## src/rtl/sys_counter_bank.sv

```systemverilog
module sys_counter_bank #(
  parameter int CLK_HZ = 1000,
  parameter int ADDR_W = 10
) (
  input  logic              clk,
  input  logic              rst_n,
  input  logic              wr_en,
  input  logic [ADDR_W-1:0] addr,
  input  logic [31:0]       wdata,
  output logic [31:0]       rdata,
  input  logic [1:0]        btn_in,
  input  logic [7:0]        sw_in,
  output logic [1:0]        led_out,
  output logic [7:0]        misc_out
);
  localparam int DIV_FAST = CLK_HZ / 100;
  localparam int DIV_SLOW = CLK_HZ;
  localparam logic [ADDR_W-1:0] A_LED = 0, A_BTN = 2, A_SEC = 4, A_CENT = 5,
    A_EVT = 6, A_RLD = 7, A_DOWN = 8, A_SW = 10, A_MISC = 19;

  logic [1:0]  led_q, btn_m, btn_s;
  logic [7:0]  misc_q, sw_m, sw_s;
  logic [31:0] sec_q, cent_q, evt_q, rld_q, down_q, div_f, div_s;

  wire w_led  = wr_en && addr == A_LED;
  wire w_misc = wr_en && addr == A_MISC;
  wire w_sec  = wr_en && addr == A_SEC;
  wire w_cent = wr_en && addr == A_CENT;
  wire w_evt  = wr_en && addr == A_EVT;
  wire w_rld  = wr_en && addr == A_RLD;
  wire w_down = wr_en && addr == A_DOWN;

  wire at_zero   = down_q == 32'd0;
  wire tick_fast = div_f == 32'(DIV_FAST - 1);
  wire tick_slow = div_s == 32'(DIV_SLOW - 1);

  always_ff @(posedge clk) begin
    if (!rst_n) begin
      led_q <= '0; misc_q <= '0; btn_m <= '0; btn_s <= '0; sw_m <= '0; sw_s <= '0;
      sec_q <= '0; cent_q <= '0; evt_q <= '0; rld_q <= '0; down_q <= '0;
      div_f <= '0; div_s <= '0;
    end else begin
      btn_m <= btn_in; btn_s <= btn_m;
      sw_m  <= sw_in;  sw_s  <= sw_m;
      div_f <= tick_fast ? '0 : div_f + 32'd1;
      div_s <= tick_slow ? '0 : div_s + 32'd1;
      if (w_led)  led_q  <= wdata[1:0];
      if (w_misc) misc_q <= wdata[7:0];
      if (w_rld)  rld_q  <= wdata;
      if (w_down)       down_q <= wdata;
      else if (at_zero) down_q <= rld_q;
      else              down_q <= down_q - 32'd1;
      if (w_evt)        evt_q <= wdata;
      else if (at_zero) evt_q <= evt_q + 32'd1;
      if (w_cent)         cent_q <= wdata;
      else if (tick_fast) cent_q <= cent_q + 32'd1;
      if (w_sec)          sec_q <= wdata;
      else if (tick_slow) sec_q <= sec_q + 32'd1;
    end
  end

  always_comb begin
    case (addr)
      A_LED:   rdata = {30'd0, led_q};
      A_BTN:   rdata = {30'd0, btn_s};
      A_SEC:   rdata = sec_q;
      A_CENT:  rdata = cent_q;
      A_EVT:   rdata = evt_q;
      A_RLD:   rdata = rld_q;
      A_DOWN:  rdata = down_q;
      A_SW:    rdata = {24'd0, sw_s};
      A_MISC:  rdata = {24'd0, misc_q};
      default: rdata = '0;
    endcase
  end

  assign led_out  = led_q;
  assign misc_out = misc_q;

  AST_EVT_ON_ZERO: assert property (@(posedge clk) disable iff (!rst_n)
    (at_zero && !w_evt) |=> evt_q == $past(evt_q) + 32'd1);
  AST_EVT_HOLD: assert property (@(posedge clk) disable iff (!rst_n)
    (!at_zero && !w_evt) |=> $stable(evt_q));
  AST_DOWN_RELOAD: assert property (@(posedge clk) disable iff (!rst_n)
    (at_zero && !w_down) |=> down_q == $past(rld_q));
  AST_DOWN_STEP: assert property (@(posedge clk) disable iff (!rst_n)
    (!at_zero && !w_down) |=> down_q == $past(down_q) - 32'd1);
  AST_WRITE_WINS: assert property (@(posedge clk) disable iff (!rst_n)
    (w_evt || w_down) |=> (evt_q == $past(wdata) || down_q == $past(wdata)));
  AST_CENT_STEP: assert property (@(posedge clk) disable iff (!rst_n)
    !w_cent |=> (cent_q == $past(cent_q) || cent_q == $past(cent_q) + 32'd1));
  AST_LED_PORT: assert property (@(posedge clk) disable iff (!rst_n)
    (addr == A_LED) |-> rdata[1:0] == led_out);
  AST_UPPER_ZERO: assert property (@(posedge clk) disable iff (!rst_n)
    (addr == A_MISC) |-> rdata[31:8] == 24'd0);
endmodule

```

## config.mk

```make
export PLATFORM = sky130hd
export DESIGN_NAME = sys_counter_bank
export DESIGN_NICKNAME = d
export VERILOG_FILES = /design/src/rtl/sys_counter_bank.sv
export SDC_FILE = /design/constraint.sdc
export NUM_CORES = 1
export LEC_CHECK = 0
export ABC_AREA = 0
export BUFFER_PORTS_ARGS = -buffer_cell sky130_fd_sc_hd__buf_2
export CAP_MARGIN = 10
export CELL_PAD_IN_SITES_DETAIL_PLACEMENT = 0
export CELL_PAD_IN_SITES_GLOBAL_PLACEMENT = 2
export CORE_UTILIZATION = 39
export DETAILED_ROUTE_END_ITERATION = 16
export PLACE_DENSITY = 0.82
export SYNTH_ARGS = -nofsm -noshare
export SYNTH_HDL_FRONTEND = slang
export SYNTH_SLANG_ARGS = --single-unit
```

## constraint.sdc

```tcl
create_clock -name clk -period 8.7 [get_ports clk]
set_clock_uncertainty 0.2 [all_clocks]
set_input_delay 0.435 -clock clk [delete_from_list [all_inputs] [get_ports clk]]
set_output_delay 0.435 -clock clk [all_outputs]
set_load 0.01 [all_outputs]
```

### Yosys cells after proc, flatten, opt, wreduce, memory -nomap -nowiden

Index checks and enable logic that the tools add are counted.

* word-level logic and storage cells: 53
* register bits: 254
* input bits: 55
* output and inout port bits: 42

* muxes and demuxes: 9
* equality and inequality tests: 10
* reductions and logical operators: 14
* add/subtract/negate cells: 6
* bitwise gates (word level): 1

Operators with widths (count)
* $pmux 32 s9: 1
* $mux 32: 8
* $add 32x1->32 const B: 5
* $eq 10x3->1 const B: 4
* $eq 32x10->1 const B: 1
* $eq 32x4->1 const B: 1
* $logic_not 32->1: 1
* $sub 32x1->32 const B: 1
* $eq 10x4->1 const B: 2
* $eq 10x2->1 const B: 1
* $eq 10x5->1 const B: 1
* $logic_not 10->1: 1
* $logic_and 1x1->1: 7
* $reduce_bool 2->1: 3
* $reduce_or 2->1: 2
* $not 1->1: 1

### Depth between registers and ports, before layout

* word-level depth: 3
* mapped depth: 9
* gate-level depth less buffers: 8

### Least setup slack after synthesis

Ideal clock, no wire load.

* path kind: input to output
* start: input port addr[5]
* end: output port rdata[27]
* buffers on the path: 2
* required time: 8.065 ns
* path slack: 5.491 ns
* arrival time: 2.574 ns
* cell stages on the path: 7
* path through: or4_1 nor4_1 and2_1 clkbuf_1 buf_2 a222oi_1 a21oi_1

* cells in the longest elaborated chain, start to end: 2

Ends and longest elaborated chain
* start, declared: RTL line 8 `input logic [ADDR_W-1:0] addr,`
* $eq 10x5->1 (tied with other cells): RTL line 63 `case (addr)`
* $pmux 32 s9 *: RTL line 63
* end, declared: RTL line 10 `output logic [31:0] rdata,`

Every way passes the cells marked *; elsewhere a longest branch is shown, timed or not.

### Final worst setup path

* start: input port addr[5]
* end: output port rdata[15]

Same word-level chain as after synthesis.

==> results.sh <==
export IMPL_worstPathMaxFanout=21
export IMPL_dr_first_iter_drc_count=949
export IMPL_finalWorstSetupSlack_ns=4.720
export IMPL_clock_sinks=254
export IMPL_internal_power_uw=2163
export IMPL_worst_pin_slew_ns=1.123
export IMPL_rows=66
export IMPL_syn2layout_area_growth_pct=15.27
export IMPL_synth_avg_cell_area_um2=7.955
export IMPL_fmaxAchievable_ghz=0.2513
export IMPL_die_w_um=185.6
export IMPL_cellPowerDensity_nw_per_um2=205.0
export IMPL_worstSkewPairLatency_ns=0.56
export IMPL_yosysWarnings=0
export IMPL_clkTransAtPathRegs_ns=0.06
export IMPL_clock_path_buffers=3
export IMPL_drt_total_wl_mm=45.86
export IMPL_netlist_area_um2=13150
export IMPL_r2r_cells=7
export IMPL_p_leak_uw=0.005227
export IMPL_maxSlewViolCount=0
export IMPL_diodes=0
export IMPL_critPathKind="in -> out"
export IMPL_h_tree_depth=1
export IMPL_grt_max_degree=79
export IMPL_yosysTopAreaCell="dfxtp_1"
export IMPL_pwr_share_comb_pct=19.0
export IMPL_drtAntennaViolNets=0
export IMPL_remaining_drc_errors=0
export IMPL_firstDrtPassIters=8
export IMPL_crit_path_max_incr_delay_ns=0.70
export IMPL_setup_violations=0
export IMPL_reg2reg_slack_ns=5.11
export IMPL_hold_path_class="in -> reg"
export IMPL_synthArstFlopShare_pct=0
export IMPL_overflow=0
export IMPL_period_share_pct=45.75
export IMPL_coreArea_um2=32870
export IMPL_dieArea_um2=34450
export IMPL_critPathLaunch="addr[5]"
export IMPL_synth_cell_types=56
export IMPL_syn_inst=1653
export IMPL_switching_share_pct=30.37
export IMPL_wl_per_cell_um=21.03
export IMPL_multi_input_area_um2=7614
export IMPL_nets=1786
export IMPL_cts_tree="built"
export IMPL_ctsRootBufferMaster="clkbuf_16"
export IMPL_place_congestion=0.9161
export IMPL_globalRouteTotalUtil_pct=26.71
export IMPL_rsz0062_at_grt="no"
export IMPL_antenna_found_initial=0
export IMPL_viasPerCell=5.813
export IMPL_dp_final_hpwl_mm=32.14
export IMPL_ys_top_cells_by_area="dfxtp_1 (39%), xor2_1 (7.1%), nand2_1 (5.3%)"
export IMPL_cp_required_ns=8.07
export IMPL_ys_flop_type="dfxtp_1"
export IMPL_ys_ff_latch=254
export IMPL_tns_ns=0
export IMPL_startpoint_type="primary input"
export IMPL_drive_above_1_share_pct=10.29
export IMPL_drv_cap=0
export IMPL_cts_buffers=30
export IMPL_pre_cts_ws_ns=4.791
export IMPL_ys_seq_area_share_pct=38.67
export IMPL_num_io_pins=97
export IMPL_grt_pass1_wl_mm=70.84
export IMPL_synth_edff_count=0
export IMPL_critPathBufInv=4
export IMPL_slowest_stage="and2_1"
export IMPL_pwr_share_clk_pct=39.1
export IMPL_grt_pass1_vias=11886
export IMPL_yosysMostFrequentCell="dfxtp_1"
export IMPL_power_switching_uw=943.7
export IMPL_initial_core_util_pct=40.01
export IMPL_slew_headroom_pct=24.87
export IMPL_p_seq_share_pct=41.9
export IMPL_status="finished, final reports clean"
export IMPL_cts_resized=0
export IMPL_worstPathCellList="buf_2, or4_1, nor4_2, buf_4, and2_1, buf_4, a22oi_1, o211ai_1, buf_2"
export IMPL_cts_hold_fix_buffers=26
export IMPL_hold_viol=0
export IMPL_synth_top_area_share_pct=38.67
export IMPL_vias=12678
export IMPL_period_minus_slack_ns=3.980
export IMPL_synth_common_cells="dfxtp_1 (254), nand2_1 (185), nor2_1 (141), a21oi_1 (128), o21ai_0 (110)"
export IMPL_dieHeight_um=185.6
export IMPL_vdd_drop_max_mv=0.1447
export IMPL_r2r_end="evt_q[22]"
export IMPL_final_util_pct=46.12
export IMPL_syn_nets=1716
export IMPL_crit_family="simple AND/OR/NAND/NOR gates"
export IMPL_critPathArrivalTime_ns=3.34
export IMPL_portBuffers=96
export IMPL_seqCellArea_um2=5085
export IMPL_end_kind="output port"
export IMPL_total_power_uw=3107
export IMPL_fillers=3395
export IMPL_endpoint="rdata[15]"
export IMPL_r2r_start="down_q[8]"
export IMPL_cp_depth=9
export IMPL_postCtsSetupRepairBufs=0
power groups by stage:
stage / sequential, uW / combinational [uW] / clock, uW
3_3_place_gp: 1330 / 568 / 0
5_1_grt: 1310 / 657 / 1290
4_1_cts: 1300 / 583 / 1240
3_5_place_dp: 1330 / 571 / 0
6_report: 1300 / 590 / 1220
2_1_floorplan: 1290 / 427 / 0
worst min-delay path: stages:
cell and delay [ns]:
buf_2 0.16, nand2_1 0.07, a21oi_1 0.06
flip-flops by register name, indices dropped and copies added, names as in the netlist:
signal    count
div_s        32
led_out       2
sw_s          8
div_f        32
evt_q        32
misc_out      8
sw_m          8
cent_q       32
rld_q        32
sec_q        32
btn_s         2
down_q       32
btn_m         2
stage by stage:
stage	std cells	hold WS (ns)	cell area, um2
after floorplan	1653	0.2119	13150
after global routing	2181	0.008149	15160
after detailed placement	2106	0.2192	13960
after CTS	2180	0.001395	15150
after global placement	2106	0.2170	13960
final	2181	0.01210	15160
cells by family (layout without fill, tap and decap cells):
group,count (synthesis),count (layout),synth area share (%)
buffers and inverters,123,209,3.616
AO/OA/AOI/OAI,381,381,17.67
flip-flops,254,254,38.67
adder cells (fa/ha/maj),8,8,0.7613
multiplexers,9,9,0.6947
XOR/XNOR,172,172,11.46
AND/OR/NAND/NOR,706,706,27.13
area by class of cell:
cell class	instances	share of cell area [%]
clock buffer	45	5.861
sequential	254	33.55
clock inverter	3	0.2642
timing repair buffer	146	6.076
tap	442	3.649
multi-input combinational	1276	50.23
inverter	15	0.3715
routing by layer:
metal	track usage [%]	wire (um)	part of all wire, %	up-vias
li1	-	-	-	6130
met1	36.52	21070	46	6051
met2	42.16	20410	45	398
met3	3.189	2401	5.2	99
met4	11.70	1984	4.3	0
met5	0	0	0	-
placed cells by master, fill, tap and decap left out, types with 6 or more instances in the layout:
| cell | instances |
|---|---|
| xnor2_1 | 66 |
| a311o_1 | 6 |
| o31ai_1 | 7 |
| nor3_1 | 32 |
| o22ai_1 | 12 |
| xor2_1 | 106 |
| or3_1 | 10 |
| and2_1 | 31 |
| o21ai_0 | 110 |
| a22oi_1 | 32 |
| nand4_1 | 61 |
| nand2_1 | 185 |
| a221oi_1 | 12 |
| and4_1 | 24 |
| nor2_1 | 141 |
| or4_1 | 9 |
| clkbuf_1 | 8 |
| ha_1 | 8 |
| buf_4 | 24 |
| a21oi_1 | 128 |
| nand3_1 | 105 |
| mux2i_1 | 8 |
| inv_1 | 13 |
| clkbuf_8 | 6 |
| a32oi_1 | 10 |
| clkbuf_16 | 31 |
| nor4_1 | 42 |
| a31oi_1 | 8 |
| dfxtp_1 | 254 |
| and3_1 | 32 |
| o211ai_1 | 14 |
| dlygate4sd3_1 | 26 |
| buf_2 | 95 |
| a211oi_1 | 17 |
worst min-delay path by stage:
stage / start / endpoint / slack (ns) / cells after the start
2_1_floorplan: btn_m[0] / btn_s[0] / 0.21 / 1
3_3_place_gp: sw_m[2] / sw_s[2] / 0.22 / 1
3_5_place_dp: sw_m[1] / sw_s[1] / 0.22 / 1
4_1_cts: wdata[0] / rld_q[0] / 0.001 / 3
5_1_grt: wdata[16] / down_q[16] / 0.008 / 3
6_report: wdata[25] / rld_q[25] / 0.01 / 3
(Power assumes the default switching activity.)
